**config.mk**
```make
export PLATFORM = sky130hd
export DESIGN_NAME = fetch_redirect_ctl
export DESIGN_NICKNAME = d
export VERILOG_FILES = /design/src/rtl/fetch_redirect_pkg.sv /design/src/rtl/fetch_fb_fifo.sv /design/src/rtl/fetch_arbiter.sv /design/src/rtl/fetch_state.sv /design/src/rtl/fetch_redirect_ctl.sv
export SDC_FILE = /design/constraint.sdc
export NUM_CORES = 1
export LEC_CHECK = 0
export BUFFER_PORTS_ARGS = -buffer_cell sky130_fd_sc_hd__buf_2
export CORE_AREA = 2 2 187 189
export DETAILED_ROUTE_END_ITERATION = 8
export DIE_AREA = 0 0 189 191
export PLACE_DENSITY = 0.6
export REMOVE_ABC_BUFFERS = 1
export SYNTH_ARGS = -nofsm -noshare
export SYNTH_HDL_FRONTEND = slang
export SYNTH_SLANG_ARGS = --single-unit
```
**constraint.sdc**
```tcl
create_clock -name clk -period 7.35 [get_ports clk]
set_input_delay 0 -clock clk [delete_from_list [all_inputs] [get_ports clk]]
set_output_delay 0 -clock clk [all_outputs]
set_load 0.01 [all_outputs]
```
**src/rtl/fetch_redirect_pkg.sv**
```systemverilog
`timescale 1ns/1ps
package fetch_redirect_pkg;

  typedef enum logic [1:0] {
    ACT_FETCH     = 2'd0,
    ACT_STALL     = 2'd1,
    ACT_EXE_REDIR = 2'd2,
    ACT_DEC_REDIR = 2'd3
  } fetch_act_e;

  // A decode correction only counts on the live execute path and only if it
  // reports a wrong prediction.
  function automatic logic dec_obeyed(input logic same_eepoch, input logic correct);
    return same_eepoch && !correct;
  endfunction

endpackage

```
**src/rtl/fetch_fb_fifo.sv**
```systemverilog
`timescale 1ns/1ps
module fetch_fb_fifo #(
  parameter int W     = 8,
  parameter int DEPTH = 2
) (
  input  logic         clk,
  input  logic         rst_n,
  input  logic         push,
  input  logic [W-1:0] push_data,
  input  logic         pop,
  output logic [W-1:0] head,
  output logic         empty,
  output logic         full
);
  localparam int PW = (DEPTH > 1) ? $clog2(DEPTH) : 1;
  localparam int CW = $clog2(DEPTH + 1);

  logic [W-1:0]  store [DEPTH];
  logic [PW-1:0] wp, rp;
  logic [CW-1:0] cnt;
  logic          do_push, do_pop;

  function automatic logic [PW-1:0] bump(input logic [PW-1:0] p);
    return (p == PW'(DEPTH - 1)) ? '0 : p + 1'b1;
  endfunction

  assign empty   = (cnt == '0);
  assign full    = (cnt == CW'(DEPTH));
  assign do_push = push && !full;
  assign do_pop  = pop && !empty;
  assign head    = store[rp];

  always_ff @(posedge clk) begin
    if (do_push) store[wp] <= push_data;
  end

  always_ff @(posedge clk or negedge rst_n) begin
    if (!rst_n) begin
      wp  <= '0;
      rp  <= '0;
      cnt <= '0;
    end else begin
      if (do_push) wp <= bump(wp);
      if (do_pop)  rp <= bump(rp);
      cnt <= cnt + CW'(do_push) - CW'(do_pop);
    end
  end
endmodule

```
**src/rtl/fetch_arbiter.sv**
```systemverilog
`timescale 1ns/1ps
module fetch_arbiter
  import fetch_redirect_pkg::*;
#(
  parameter int EP_W = 2
) (
  input  logic            fq_full,
  input  logic            exe_avail,
  input  logic            exe_correct,
  input  logic            dec_avail,
  input  logic [EP_W-1:0] dec_eepoch,
  input  logic            dec_correct,
  input  logic [EP_W-1:0] cur_eepoch,
  output fetch_act_e      act,
  output logic            exe_pop,
  output logic            dec_pop,
  output logic            fetch_go
);
  always_comb begin
    act     = ACT_FETCH;
    exe_pop = 1'b0;
    dec_pop = 1'b0;
    if (fq_full) begin
      act = ACT_STALL;
    end else if (exe_avail) begin
      exe_pop = 1'b1;
      act     = exe_correct ? ACT_FETCH : ACT_EXE_REDIR;
    end else if (dec_avail) begin
      dec_pop = 1'b1;
      act     = dec_obeyed(dec_eepoch == cur_eepoch, dec_correct) ? ACT_DEC_REDIR : ACT_FETCH;
    end
  end

  assign fetch_go = (act == ACT_FETCH);
endmodule

```
**src/rtl/fetch_state.sv**
```systemverilog
`timescale 1ns/1ps
module fetch_state
  import fetch_redirect_pkg::*;
#(
  parameter int              ADDR_W   = 32,
  parameter int              EP_W     = 2,
  parameter int              INUM_W   = 16,
  parameter logic [ADDR_W-1:0] START_PC = '0
) (
  input  logic              clk,
  input  logic              rst_n,
  input  fetch_act_e        act,
  input  logic [ADDR_W-1:0] pred_next,
  input  logic [EP_W-1:0]   exe_epoch,
  input  logic [ADDR_W-1:0] exe_addr,
  input  logic [EP_W-1:0]   dec_depoch,
  input  logic [ADDR_W-1:0] dec_addr,
  output logic [ADDR_W-1:0] pc,
  output logic [EP_W-1:0]   eepoch,
  output logic [EP_W-1:0]   depoch,
  output logic [INUM_W-1:0] inum
);
  function automatic logic [INUM_W-1:0] inum_step(input logic [INUM_W-1:0] n);
    return n + 1'b1;
  endfunction

  always_ff @(posedge clk or negedge rst_n) begin
    if (!rst_n) begin
      pc     <= START_PC;
      eepoch <= '0;
      depoch <= '0;
      inum   <= '0;
    end else begin
      unique case (act)
        ACT_FETCH: begin
          pc   <= pred_next;
          inum <= inum_step(inum);
        end
        ACT_EXE_REDIR: begin
          pc     <= exe_addr;
          eepoch <= exe_epoch;
        end
        ACT_DEC_REDIR: begin
          pc     <= dec_addr;
          depoch <= dec_depoch;
        end
        default: ;
      endcase
    end
  end
endmodule

```
**src/rtl/fetch_redirect_ctl.sv**
```systemverilog
`timescale 1ns/1ps
module fetch_redirect_ctl
  import fetch_redirect_pkg::*;
#(
  parameter int              ADDR_W   = 32,
  parameter int              INST_W   = 32,
  parameter int              INFO_W   = 32,
  parameter int              EP_W     = 2,
  parameter int              INUM_W   = 16,
  parameter int              FB_DEPTH = 2,
  parameter logic [ADDR_W-1:0] START_PC = 32'h0000_1000
) (
  input  logic              clk,
  input  logic              rst_n,
  output logic              imem_req_valid,
  output logic [ADDR_W-1:0] imem_req_addr,
  input  logic [INST_W-1:0] imem_rsp_data,
  output logic [ADDR_W-1:0] pred_pc,
  input  logic [ADDR_W-1:0] pred_next,
  input  logic [INFO_W-1:0] pred_info,
  output logic              trn_valid,
  output logic              trn_correct,
  output logic [INFO_W-1:0] trn_info,
  output logic [ADDR_W-1:0] trn_addr,
  input  logic              exe_fb_push,
  input  logic [EP_W-1:0]   exe_fb_epoch,
  input  logic              exe_fb_correct,
  input  logic [INFO_W-1:0] exe_fb_info,
  input  logic [ADDR_W-1:0] exe_fb_addr,
  output logic              exe_fb_full,
  input  logic              dec_fb_push,
  input  logic [EP_W-1:0]   dec_fb_eepoch,
  input  logic [EP_W-1:0]   dec_fb_depoch,
  input  logic              dec_fb_correct,
  input  logic [ADDR_W-1:0] dec_fb_addr,
  output logic              dec_fb_full,
  input  logic              fq_full,
  output logic              fq_push,
  output logic [ADDR_W-1:0] fq_pc,
  output logic [INST_W-1:0] fq_inst,
  output logic [INUM_W-1:0] fq_inum,
  output logic [EP_W-1:0]   fq_eepoch,
  output logic [EP_W-1:0]   fq_depoch,
  output logic [INFO_W-1:0] fq_info,
  output logic [ADDR_W-1:0] fq_pred_next
);
  localparam int XW = EP_W + 1 + INFO_W + ADDR_W;
  localparam int DW = 2 * EP_W + 1 + ADDR_W;

  logic [XW-1:0]     exe_head;
  logic [DW-1:0]     dec_head;
  logic              exe_empty, dec_empty;
  logic              exe_pop, dec_pop, fetch_go;
  fetch_act_e        act;

  logic [EP_W-1:0]   exe_head_epoch;
  logic              exe_head_correct;
  logic [INFO_W-1:0] exe_head_info;
  logic [ADDR_W-1:0] exe_head_addr;
  logic [EP_W-1:0]   dec_head_eep, dec_head_dep;
  logic              dec_head_correct;
  logic [ADDR_W-1:0] dec_head_addr;

  logic [ADDR_W-1:0] cur_pc;
  logic [EP_W-1:0]   cur_eepoch, cur_depoch;
  logic [INUM_W-1:0] cur_inum;

  // named events for the checker
  logic ev_exe_redir, ev_dec_redir;

  fetch_fb_fifo #(.W(XW), .DEPTH(FB_DEPTH)) exe_q_i (
    .clk, .rst_n,
    .push      (exe_fb_push),
    .push_data ({exe_fb_epoch, exe_fb_correct, exe_fb_info, exe_fb_addr}),
    .pop       (exe_pop),
    .head      (exe_head),
    .empty     (exe_empty),
    .full      (exe_fb_full)
  );

  fetch_fb_fifo #(.W(DW), .DEPTH(FB_DEPTH)) dec_q_i (
    .clk, .rst_n,
    .push      (dec_fb_push),
    .push_data ({dec_fb_eepoch, dec_fb_depoch, dec_fb_correct, dec_fb_addr}),
    .pop       (dec_pop),
    .head      (dec_head),
    .empty     (dec_empty),
    .full      (dec_fb_full)
  );

  assign {exe_head_epoch, exe_head_correct, exe_head_info, exe_head_addr} = exe_head;
  assign {dec_head_eep, dec_head_dep, dec_head_correct, dec_head_addr}    = dec_head;

  fetch_arbiter #(.EP_W(EP_W)) arb_i (
    .fq_full     (fq_full),
    .exe_avail   (!exe_empty),
    .exe_correct (exe_head_correct),
    .dec_avail   (!dec_empty),
    .dec_eepoch  (dec_head_eep),
    .dec_correct (dec_head_correct),
    .cur_eepoch  (cur_eepoch),
    .act         (act),
    .exe_pop     (exe_pop),
    .dec_pop     (dec_pop),
    .fetch_go    (fetch_go)
  );

  fetch_state #(.ADDR_W(ADDR_W), .EP_W(EP_W), .INUM_W(INUM_W), .START_PC(START_PC)) st_i (
    .clk, .rst_n,
    .act        (act),
    .pred_next  (pred_next),
    .exe_epoch  (exe_head_epoch),
    .exe_addr   (exe_head_addr),
    .dec_depoch (dec_head_dep),
    .dec_addr   (dec_head_addr),
    .pc         (cur_pc),
    .eepoch     (cur_eepoch),
    .depoch     (cur_depoch),
    .inum       (cur_inum)
  );

  assign ev_exe_redir = (act == ACT_EXE_REDIR);
  assign ev_dec_redir = (act == ACT_DEC_REDIR);

  assign imem_req_valid = fetch_go;
  assign imem_req_addr  = cur_pc;
  assign pred_pc        = cur_pc;

  assign trn_valid   = exe_pop;
  assign trn_correct = exe_head_correct;
  assign trn_info    = exe_head_info;
  assign trn_addr    = exe_head_addr;

  assign fq_push      = fetch_go;
  assign fq_pc        = cur_pc;
  assign fq_inst      = imem_rsp_data;
  assign fq_inum      = cur_inum;
  assign fq_eepoch    = cur_eepoch;
  assign fq_depoch    = cur_depoch;
  assign fq_info      = pred_info;
  assign fq_pred_next = pred_next;
endmodule

```
==> flow_metrics.py, run 1 <==
metrics = {
    "sta": {
        "hold_viol": 0,
        "drv_slew": 0,
        "fin_skew_ps": 17.2,
        "slew_headroom_pct": 24.9,
        "setup_viol": 0,
        "whs_ps": 0.0132,
        "setup_slack_ps": 4010,
        "rsz0062_at_grt": "no",
        "setup_tns_ps": 0,
        "max_clock_freq_mhz": 299,
        "worst_slew_pin_slew_ps": 1130,
        "fin_crit_ps": 3340,
        "fin_crit_sh_pct": 45.5,
    },
    "hold_path": {
        "hp-class": "input port to output pin",
    },
    "global_routing": {
        "overflow": 0,
        "grt_pass1_vias": 7649,
        "grt_pass1_wl_mm": 51.2,
        "grtUsageTotal_pct": 19.6,
        "antenna_found_initial": 0,
        "grt_max_degree": 70,
    },
    "floorplanning": {
        "start_util_pct": 35.9,
        "ios": 487,
        "die_x_um": 189,
        "coreArea_um2": 34100,
        "num_rows": 68,
        "die-area_um2": 36100,
        "die_height_um": 191,
    },
    "setup_path": {
        "cp_slowest_cell": "dfrtp_2",
        "cpPeakStageDelay_ps": 1060,
        "path_cells": "mux2i_1 -> xor2_1 -> nand3_2 -> a32oi_1 -> a21oi_1",
        "r2r_slack_ps": 4010,
        "path_delay_family": "flip-flops",
        "worstPathArrival_ps": 3760,
        "critPathCaptureType": "register",
        "crit_buf_inv": 0,
        "crit_required_ps": 7770,
        "criticalPathCategory": "register to register",
        "cp-start-kind": "register",
        "cp_max_fo": 38,
    },
    "synthesis": {
        "synth-seq-cells": 268,
        "synth_cell_types": 39,
        "syn_inst": 856,
        "synth-edff-count": 208,
        "syn-cell-area_um2": 12300,
        "synth_warnings": 0,
        "ys_seq_area_share_pct": 63.2,
        "syn_area_per_cell_um2": 14.3,
        "async_flop_share_pct": 22.4,
        "synthFlopType": "edfxtp_1",
    },
    "cells_and_area": {
        "regArea_um2": 7750,
        "multi_input_area_um2": 2650,
        "design_area_um2": 15200,
        "drive_above_1_share_pct": 45.5,
        "fillerInstances": 3076,
        "nets": 1341,
        "area_growth_pct": 24.1,
        "n_antenna_cell": 0,
    },
    "cts": {
        "cts_resized": 0,
        "cts_root_buf": "clkbuf_16",
        "numCtsBuffers": 31,
        "tritoncts": "built",
        "clk_pin_slew_ps": 60,
        "clock_sink_count": 268,
        "cts_buffer_depth": 3,
        "clock_latency_ps": 560,
        "cts-htree-levels": 1,
    },
    "pwr": {
        "powerDensity_nw_per_um2": 362,
        "vdd.ir_drop.worst_uv": 221,
        "p_leak_uw": 0.00609,
        "p_total_uw": 5520,
    },
    "drt": {
        "ant_nets": 0,
        "wl_per_cell_um": 23.0,
        "drtIter0Drc": 459,
        "wirelength_mm": 37.1,
        "first_pass_iters": 5,
        "num_vias": 7731,
        "drcViolationCount": 0,
        "via_per_inst": 4.80,
    },
    "run_status": {
        "status": "finished clean",
    },
    "placed_design": {
        "place_ws_ps": 4000,
        "post_dp_cell_area_um2": 12800,
        "port_buffers": 358,
        "dpl.hpwl_mm": 25.3,
        "gp_congestion": 0.723,
    },
    "job": {
        "max_cap_viol_count": 0,
    },
}
## synth_stat cells, types with 2 or more instances
cell type / number / area share [%]
xnor2_1: 12 / 0.86
nand2_1: 11 / 0.34
buf_1: 5 / 0.15
buf_6: 4 / 0.37
edfxtp_1: 208 / 51
a21oi_1: 66 / 2.7
mux2_2: 97 / 8.9
nor2_1: 8 / 0.24
nor2b_1: 32 / 1.6
nor3_1: 5 / 0.20
mux2i_1: 5 / 0.41
clkbuf_1: 16 / 0.49
inv_1: 8 / 0.24
nand3_1: 6 / 0.24
nor4_2: 2 / 0.20
xor2_1: 14 / 1.0
nand4_1: 4 / 0.20
o21ai_0: 2 / 0.082
dfrtp_1: 59 / 12
and3_1: 6 / 0.31
buf_4: 225 / 14
a32oi_1: 32 / 2.3
ha_1: 5 / 0.51
buf_2: 9 / 0.37
## cell usage in the layout, fill, tap and decap left out, types with 4 or more instances in the layout
cell	instances
a21oi_1	66
a32oi_1	32
buf_2	357
buf_4	6
clkbuf_1	8
clkbuf_16	31
clkinv_2	8
dfrtp_1	57
dlygate4sd3_1	139
edfxtp_1	208
ha_1	5
inv_1	8
mux2_2	97
mux2i_1	5
nand2_1	11
nand3_1	5
nand4_1	4
nor2_1	6
nor2b_1	32
nor3_1	5
xnor2_1	12
xor2_1	14
## path summary, 6_finish.rpt
| kind | cells past startpoint | from | end |
|---|---|---|---|
| worst max-delay path | 5 | dec_q_i.rp | st_i.pc[22] |
| worst min-delay path | 0 | pred_info[10] | fq_info[10] |
| worst max register to register | 5 | dec_q_i.rp | st_i.pc[22] |
| worst min register to register | 1 | st_i.inum[15] | st_i.inum[15] |
| max in group asynchronous | 2 | rst_n | exe_q_i.rp |
| min in group asynchronous | 2 | rst_n | st_i.inum[10] |
## through the flow
| step | utilization [%] | cells |
|---|---|---|
| after floorplan | - | 596 |
| after global placement | 37.6 | 1414 |
| after detailed placement | 37.6 | 1414 |
| after CTS | 44.6 | 1610 |
| after global routing | 44.6 | 1610 |
| final | 44.6 | 1610 |
## flip-flops by register name, summed over array words and instances, names as in the netlist, 2 cells and up
| signal | cells |
|---|---|
| exe_q_i.store | 134 |
| dec_q_i.store | 74 |
| st_i.pc | 32 |
| st_i.inum | 16 |
| dec_q_i.cnt | 2 |
| exe_q_i.cnt | 2 |
| st_i.depoch | 2 |
| st_i.eepoch | 2 |
## kinds of logic after synthesis
logic type,after synthesis,share of synthesized area (%)
AOI/OAI and AO/OA,103,5.39
xor gates and xnor gates,26,1.86
adders and majority gates,5,0.510
buffers and inverters,268,15.4
DFF,268,63.2
muxes,103,9.44
and+or+nand+nor,83,4.15
## layout make-up
type | count | share of cell area, %
clock buffers | 41 | 5.48
inverters | 8 | 0.197
flip-flops and latches | 268 | 50.9
repair buffers | 502 | 21.2
multi-input cells | 320 | 17.4
clock inverters | 16 | 1.07
well taps | 455 | 3.74
## report_power, final
group / internal (uW) / switching (uW)
registers: 2060 / 259
logic: 736 / 960
clock network: 897 / 605
## metal layers
layer | share of wire, % | vias up | global-route usage [%]
met4 | 1.9 | 8 | 4.06
met5 | 1.1 | - | 8.10
met3 | 15 | 52 | 13.1
met2 | 42 | 462 | 28.5
li1 | - | 3434 | -
met1 | 39 | 3775 | 23.5
## what timing repair did
action	CTS	global route
buffers inserted	0	0
hold buffers	139	0
endpoints found under the setup margin	0	0
endpoints found under the hold margin	303	0
No activity file was read; power rests on OpenSTA's default activity.
==> inputs of run 2 (changes only) <==
--- a/config.mk
+++ b/config.mk
@@ -6,9 +6,9 @@
 export NUM_CORES = 1
 export LEC_CHECK = 0
 export BUFFER_PORTS_ARGS = -buffer_cell sky130_fd_sc_hd__buf_2
-export CORE_AREA = 2 2 187 189
+export CORE_AREA = 2 2 191 193
 export DETAILED_ROUTE_END_ITERATION = 8
-export DIE_AREA = 0 0 189 191
+export DIE_AREA = 0 0 193 195
 export PLACE_DENSITY = 0.6
 export REMOVE_ABC_BUFFERS = 1
 export SYNTH_ARGS = -nofsm -noshare
==> constraint.sdc (replaced) <==
create_clock -name clk -period 2.8 [get_ports clk]
set_input_delay 0 -clock clk [delete_from_list [all_inputs] [get_ports clk]]
set_output_delay 0 -clock clk [all_outputs]
set_load 0.01 [all_outputs]
==> run 2 against run 1 <==
Register-to-register slack worse by 3500 ps. Combinational power rose to 2.8 times the previous value. Via count down 0.35%. Fmax up 44%. Critical path depth down 1. Worst hold slack about the same. Count of clock-buffer cells in the layout up 3. Cell area up 0.43%. Die area up 4.3%. Flip-flop and latch count unchanged. Sequential share of layout area down 0.22 points. Largest cell class unchanged. Highest routed layer unchanged.
==> flow_metrics.py, run 2 (synthesis results as in run 1) <==
metrics = {
    "cells_and_area": {
        "layout_common_cells": "357 x buf_2, 208 x edfxtp_1, 140 x dlygate4sd3_1",
        "nets": 1353,
        "mostFrequentLayoutCell": "buf_2",
        "drive_above_1_share_pct": 45.8,
        "n_antenna_cell": 0,
        "top_register": "exe_q_i.store",
        "largest_register_ffs": 134,
        "reg.largest.list": "exe_q_i.store: 134 flops, dec_q_i.store: 74 flops, st_i.pc: 32 flops",
        "area_growth_pct": 24.7,
        "design_area_um2": 15300,
    },
    "sta": {
        "setup_slack_ps": 478,
        "fin_crit_sh_pct": 82.9,
        "whs_ps": 0.0132,
        "fin_crit_ps": 2320,
        "slew_headroom_pct": 39.4,
        "fin_skew_ps": 14.8,
        "worst_slew_pin_slew_ps": 910,
        "drv_slew": 0,
        "setup_viol": 0,
        "hold_viol": 0,
        "rsz0062_at_grt": "no",
        "setup_tns_ps": 0,
        "max_clock_freq_mhz": 431,
    },
    "setup_path": {
        "r2r_slack_ps": 480,
        "crit_required_ps": 3210,
        "crit_buf_inv": 0,
        "criticalPathCategory": "register to register",
        "worstPathArrival_ps": 2740,
        "cp_max_fo": 32,
        "path_delay_family": "simple AND/OR/NAND/NOR gates",
        "path_cells": "mux2_4 -> or3_2 -> a32oi_1 -> a21oi_1",
        "cpPeakStageDelay_ps": 850,
        "cp-start-kind": "register",
        "critPathCaptureType": "register",
        "cp_slowest_cell": "or3_2",
    },
    "placed_design": {
        "dpl.hpwl_mm": 26.2,
        "post_dp_cell_area_um2": 13000,
        "place_ws_ps": 457,
        "port_buffers": 358,
        "gp_congestion": 0.733,
    },
    "run_status": {
        "status": "finished clean",
    },
    "pwr": {
        "p_switching_uw": 4750,
        "pwr-share-comb_pct": 33.3,
        "vdd.ir_drop.worst_uv": 570,
        "internal-power_uw": 9630,
        "p_sw_share_pct": 33.0,
        "p_clk_share_pct": 25.9,
        "p_leak_uw": 0.00613,
        "powerDensity_nw_per_um2": 941,
        "p_seq_share_pct": 40.8,
    },
    "drt": {
        "wl_per_cell_um": 22.8,
        "drtIter0Drc": 442,
        "wl_met3_mm": 5.64,
        "wl_met2_mm": 15.7,
        "wirelength_mm": 37.1,
        "met1Wirelength_mm": 14.7,
        "via_per_inst": 4.74,
        "num_vias": 7704,
        "highest_layer": "met5",
        "drcViolationCount": 0,
        "ant_nets": 0,
        "first_pass_iters": 6,
    },
    "cts": {
        "cts_root_buf": "clkbuf_16",
        "clk_pin_slew_ps": 60,
        "clock_sink_count": 268,
        "cts-htree-levels": 1,
        "cts_post_setup_buffers_inserted": 0,
        "numCtsBuffers": 29,
        "clock_latency_ps": 540,
        "tritoncts": "built",
        "cts_buffer_depth": 3,
    },
    "floorplanning": {
        "die_x_um": 193,
        "ios": 487,
        "num_rows": 69,
        "die_height_um": 195,
        "coreArea_um2": 35400,
        "die-area_um2": 37600,
        "start_util_pct": 34.6,
    },
    "global_routing": {
        "grt_pass1_wl_mm": 52.9,
        "antenna_found_initial": 0,
        "grt_max_degree": 63,
        "grt_pass1_vias": 7780,
        "grtUsageTotal_pct": 19.3,
        "overflow": 0,
    },
    "hold_path": {
        "hp-class": "input port to output pin",
    },
    "job": {
        "max_cap_viol_count": 0,
    },
}
## run 2: worst paths after layout
kind	cells past startpoint	start	to
worst max-delay path	4	exe_q_i.rp	st_i.pc[31]
worst min-delay path	0	imem_rsp_data[17]	fq_inst[17]
worst max register to register	4	exe_q_i.rp	st_i.pc[31]
worst min register to register	2	st_i.depoch[1]	st_i.depoch[1]
max in group asynchronous	2	rst_n	exe_q_i.rp
min in group asynchronous	2	rst_n	st_i.inum[11]
## run 2: layout make-up
cell class / instances / area (um^2)
inverters: 8 / 30.0
clock inverters: 8 / 88.8
well taps: 461 / 577
fillers: 3246 / 20100
repair buffers: 516 / 3360
flip-flops and latches: 268 / 7750
clock buffers: 44 / 832
multi-input cells: 320 / 2650
## run 2: metal layers
metal	global-route usage, %	vias up
met4	3.84	8
li1	-	3452
met2	27.8	418
met5	8.75	-
met3	12.4	50
met1	23.7	3776
## run 2: per-stage QoR
| step | std cells | power (uW) | util [%] |
|---|---|---|---|
| 4_1_cts | 1625 | 14600 | 43.2 |
| 3_3_place_gp | 1433 | 10600 | 36.6 |
| 2_1_floorplan | 596 | 8440 | - |
| 6_report | 1625 | 14400 | 43.2 |
| 3_5_place_dp | 1433 | 10700 | 36.6 |
| 5_1_grt | 1625 | 15200 | 43.2 |
## run 2: power groups by stage
stage	clock, uW	combinational [uW]	sequential (uW)
3_5_place_dp	0	4710	5960
4_1_cts	3810	4890	5890
2_1_floorplan	0	2140	6300
3_3_place_gp	0	4690	5910
6_report	3720	4790	5870
5_1_grt	3980	5230	5990
## run 2: what timing repair did
action / CTS / global route
hold buffers: 140 / 0
hold endpoints to repair: 304 / 0
resized for setup: 0 / 0
==> inputs of run 3 (changes only) <==
--- a/config.mk
+++ b/config.mk
@@ -6,9 +6,9 @@
 export NUM_CORES = 1
 export LEC_CHECK = 0
 export BUFFER_PORTS_ARGS = -buffer_cell sky130_fd_sc_hd__buf_2
-export CORE_AREA = 2 2 191 193
+export CORE_AREA = 2 2 187 189
 export DETAILED_ROUTE_END_ITERATION = 8
-export DIE_AREA = 0 0 193 195
+export DIE_AREA = 0 0 189 191
 export PLACE_DENSITY = 0.6
 export REMOVE_ABC_BUFFERS = 1
 export SYNTH_ARGS = -nofsm -noshare
==> constraint.sdc (replaced) <==
create_clock -name clk -period 2.39 [get_ports clk]
set_input_delay 0 -clock clk [delete_from_list [all_inputs] [get_ports clk]]
set_output_delay 0 -clock clk [all_outputs]
set_load 0.01 [all_outputs]
==> run 3 against run 2 <==
Total power grew 18%. Sequential power grew 17%. Worst setup slack lost 180 ps. Final cell count shrank 0.25%. Via count grew 0.97%. Critical path depth is the same. Clock power grew 16%. Non-clock buffer count grew 1. Register-to-register slack lost 120 ps. Cell area is essentially flat. Core utilization grew 1.7 points. First-iteration DRC count shrank 10%. Critical path type is now register to output pin. Critical endpoint is now imem_req_valid. Largest power group unchanged.
==> flow_metrics.py, run 3 (synthesis results as in run 1) <==
metrics = {
    "cts": {
        "cts_root_buf": "clkbuf_16",
        "cts-htree-levels": 1,
        "clock_sink_count": 268,
        "tritoncts": "built",
        "clk_pin_slew_ps": 60,
        "cts_post_setup_buffers_inserted": 0,
        "cts_buffer_depth": 3,
        "clock_latency_ps": 550,
        "numCtsBuffers": 29,
    },
    "placed_design": {
        "place_ws_ps": 396,
        "dpl.hpwl_mm": 26.3,
        "port_buffers": 358,
        "gp_congestion": 0.720,
    },
    "cells_and_area": {
        "top_register": "exe_q_i.store",
        "nets": 1354,
        "mostFrequentLayoutCell": "buf_2",
        "layout_common_cells": "357 x buf_2, 208 x edfxtp_1, 139 x dlygate4sd3_1",
        "n_antenna_cell": 0,
        "final_util_pct": 44.8,
        "reg.largest.list": "exe_q_i.store: 134 flops, dec_q_i.store: 74 flops, st_i.pc: 32 flops",
        "area_growth_pct": 24.8,
        "largest_register_ffs": 134,
        "drive_above_1_share_pct": 45.5,
    },
    "drt": {
        "first_pass_iters": 5,
        "wl_per_cell_um": 23.1,
        "drtIter0Drc": 396,
        "num_vias": 7779,
        "ant_nets": 0,
        "wirelength_mm": 37.5,
        "drcViolationCount": 0,
        "via_per_inst": 4.80,
    },
    "sta": {
        "rsz0062_at_grt": "no",
        "fin_skew_ps": 9.62,
        "setup_slack_ps": 293,
        "drv_slew": 0,
        "slew_headroom_pct": 41.3,
        "setup_viol": 0,
        "whs_ps": 0.0131,
        "max_clock_freq_mhz": 477,
        "fin_crit_ps": 2100,
        "worst_slew_pin_slew_ps": 881,
        "fin_crit_sh_pct": 87.7,
        "hold_viol": 0,
    },
    "global_routing": {
        "antenna_found_initial": 0,
        "grt_pass1_wl_mm": 52.6,
        "overflow": 0,
        "grt_max_degree": 68,
        "grt_pass1_vias": 7752,
        "grtUsageTotal_pct": 20.2,
    },
    "floorplanning": {
        "die-area_um2": 36100,
        "coreArea_um2": 34100,
        "die_height_um": 191,
        "start_util_pct": 35.9,
        "ios": 487,
        "num_rows": 68,
        "die_x_um": 189,
    },
    "setup_path": {
        "crit_required_ps": 2390,
        "crit_buf_inv": 1,
        "cpPeakStageDelay_ps": 500,
        "path_cells": "mux2_4 -> o21bai_2 -> a31oi_4 -> buf_2",
        "criticalPathCategory": "register to output pin",
        "cp-start-kind": "register",
        "path_delay_family": "flip-flops",
        "cp_slowest_cell": "dfrtp_4",
        "critPathCaptureType": "output pin",
        "worstPathArrival_ps": 2100,
        "cp_max_fo": 10,
    },
    "job": {
        "max_cap_viol_count": 0,
    },
    "hold_path": {
        "hp-class": "input port to output pin",
    },
    "pwr": {
        "internal-power_uw": 11300,
        "pwr-share-comb_pct": 33.8,
        "p_switching_uw": 5640,
        "p_seq_share_pct": 40.6,
        "powerDensity_nw_per_um2": 1110,
        "p_clk_share_pct": 25.6,
        "p_leak_uw": 0.00613,
        "p_sw_share_pct": 33.4,
        "vdd.ir_drop.worst_uv": 598,
    },
    "run_status": {
        "status": "finished clean",
    },
}
[run 3: changes by cell type in the layout (fill, tap and decap cells not counted), sizes merged]
cell / before / now
clkbuf: 44 / 42
clkinv: 6 / 9
buf: 376 / 378
dlygate4sd3: 140 / 139
[run 3: final timing paths]
kind / start / to / slack, ps / depth (start not counted)
max in group asynchronous: rst_n / exe_q_i.rp / 1620 / 2
worst max register to register: exe_q_i.rp / st_i.pc[0] / 360 / 5
worst min-delay path: pred_info[10] / fq_info[10] / 0.01 / 0
worst min register to register: st_i.inum[15] / st_i.inum[15] / 470 / 1
worst max-delay path: exe_q_i.rp / imem_req_valid / 290 / 4
min in group asynchronous: rst_n / st_i.inum[11] / 120 / 2
[run 3: cell type report]
| cell class | count | area [um^2] |
|---|---|---|
| Tap cell | 455 | 569 |
| Sequential cell | 268 | 7750 |
| Multi-Input combinational cell | 320 | 2660 |
| Fill cell | 3111 | 18800 |
| Timing Repair Buffer | 517 | 3390 |
| Inverter | 8 | 30.0 |
| Clock inverter | 11 | 96.3 |
| Clock buffer | 42 | 805 |
[run 3: power groups by stage]
stage / clock, uW / sequential (uW) / combinational, uW
floorplan: 0 / 7380 / 2510
finish: 4330 / 6860 / 5720
global route: 4610 / 6990 / 6190
CTS: 4420 / 6870 / 5800
global placement: 0 / 6900 / 5570
detailed placement: 0 / 6960 / 5590
[run 3: timing repair]
item	in CTS	in global routing
hold buffers	139	0
hold endpoints to repair	309	0
gates resized for setup	0	1
setup endpoints to repair	0	2
[run 3: stage by stage]
stage / total power, uW / std cells / setup TNS (ps) / cell area [um^2]
finish: 16900 / 1621 / 0 / 15300
global route: 17800 / 1621 / 0 / 15300
CTS: 17100 / 1621 / 0 / 15300
detailed placement: 12500 / 1429 / 0 / 13000
global placement: 12500 / 1429 / 0 / 13000
floorplan: 9880 / 596 / -168160 / 10400
[run 3: worst register-to-register path, stage by stage (launching register included)]
cell     delay [ps]
dfrtp_4         500
mux2_4          340
or3_2           470
buf_4           230
a32oi_1         250
a21oi_1         110
[run 3: per-layer routing]
layer / GRT usage (%) / wire length, um / vias to the layer above / share of wire (%)
li1: - / - / 3460 / -
met5: 5.08 / 221 / - / 0.59
met3: 13.8 / 5900 / 51 / 16
met2: 29.2 / 16000 / 455 / 43
met4: 4.27 / 637 / 8 / 1.7
met1: 24.2 / 14800 / 3805 / 39
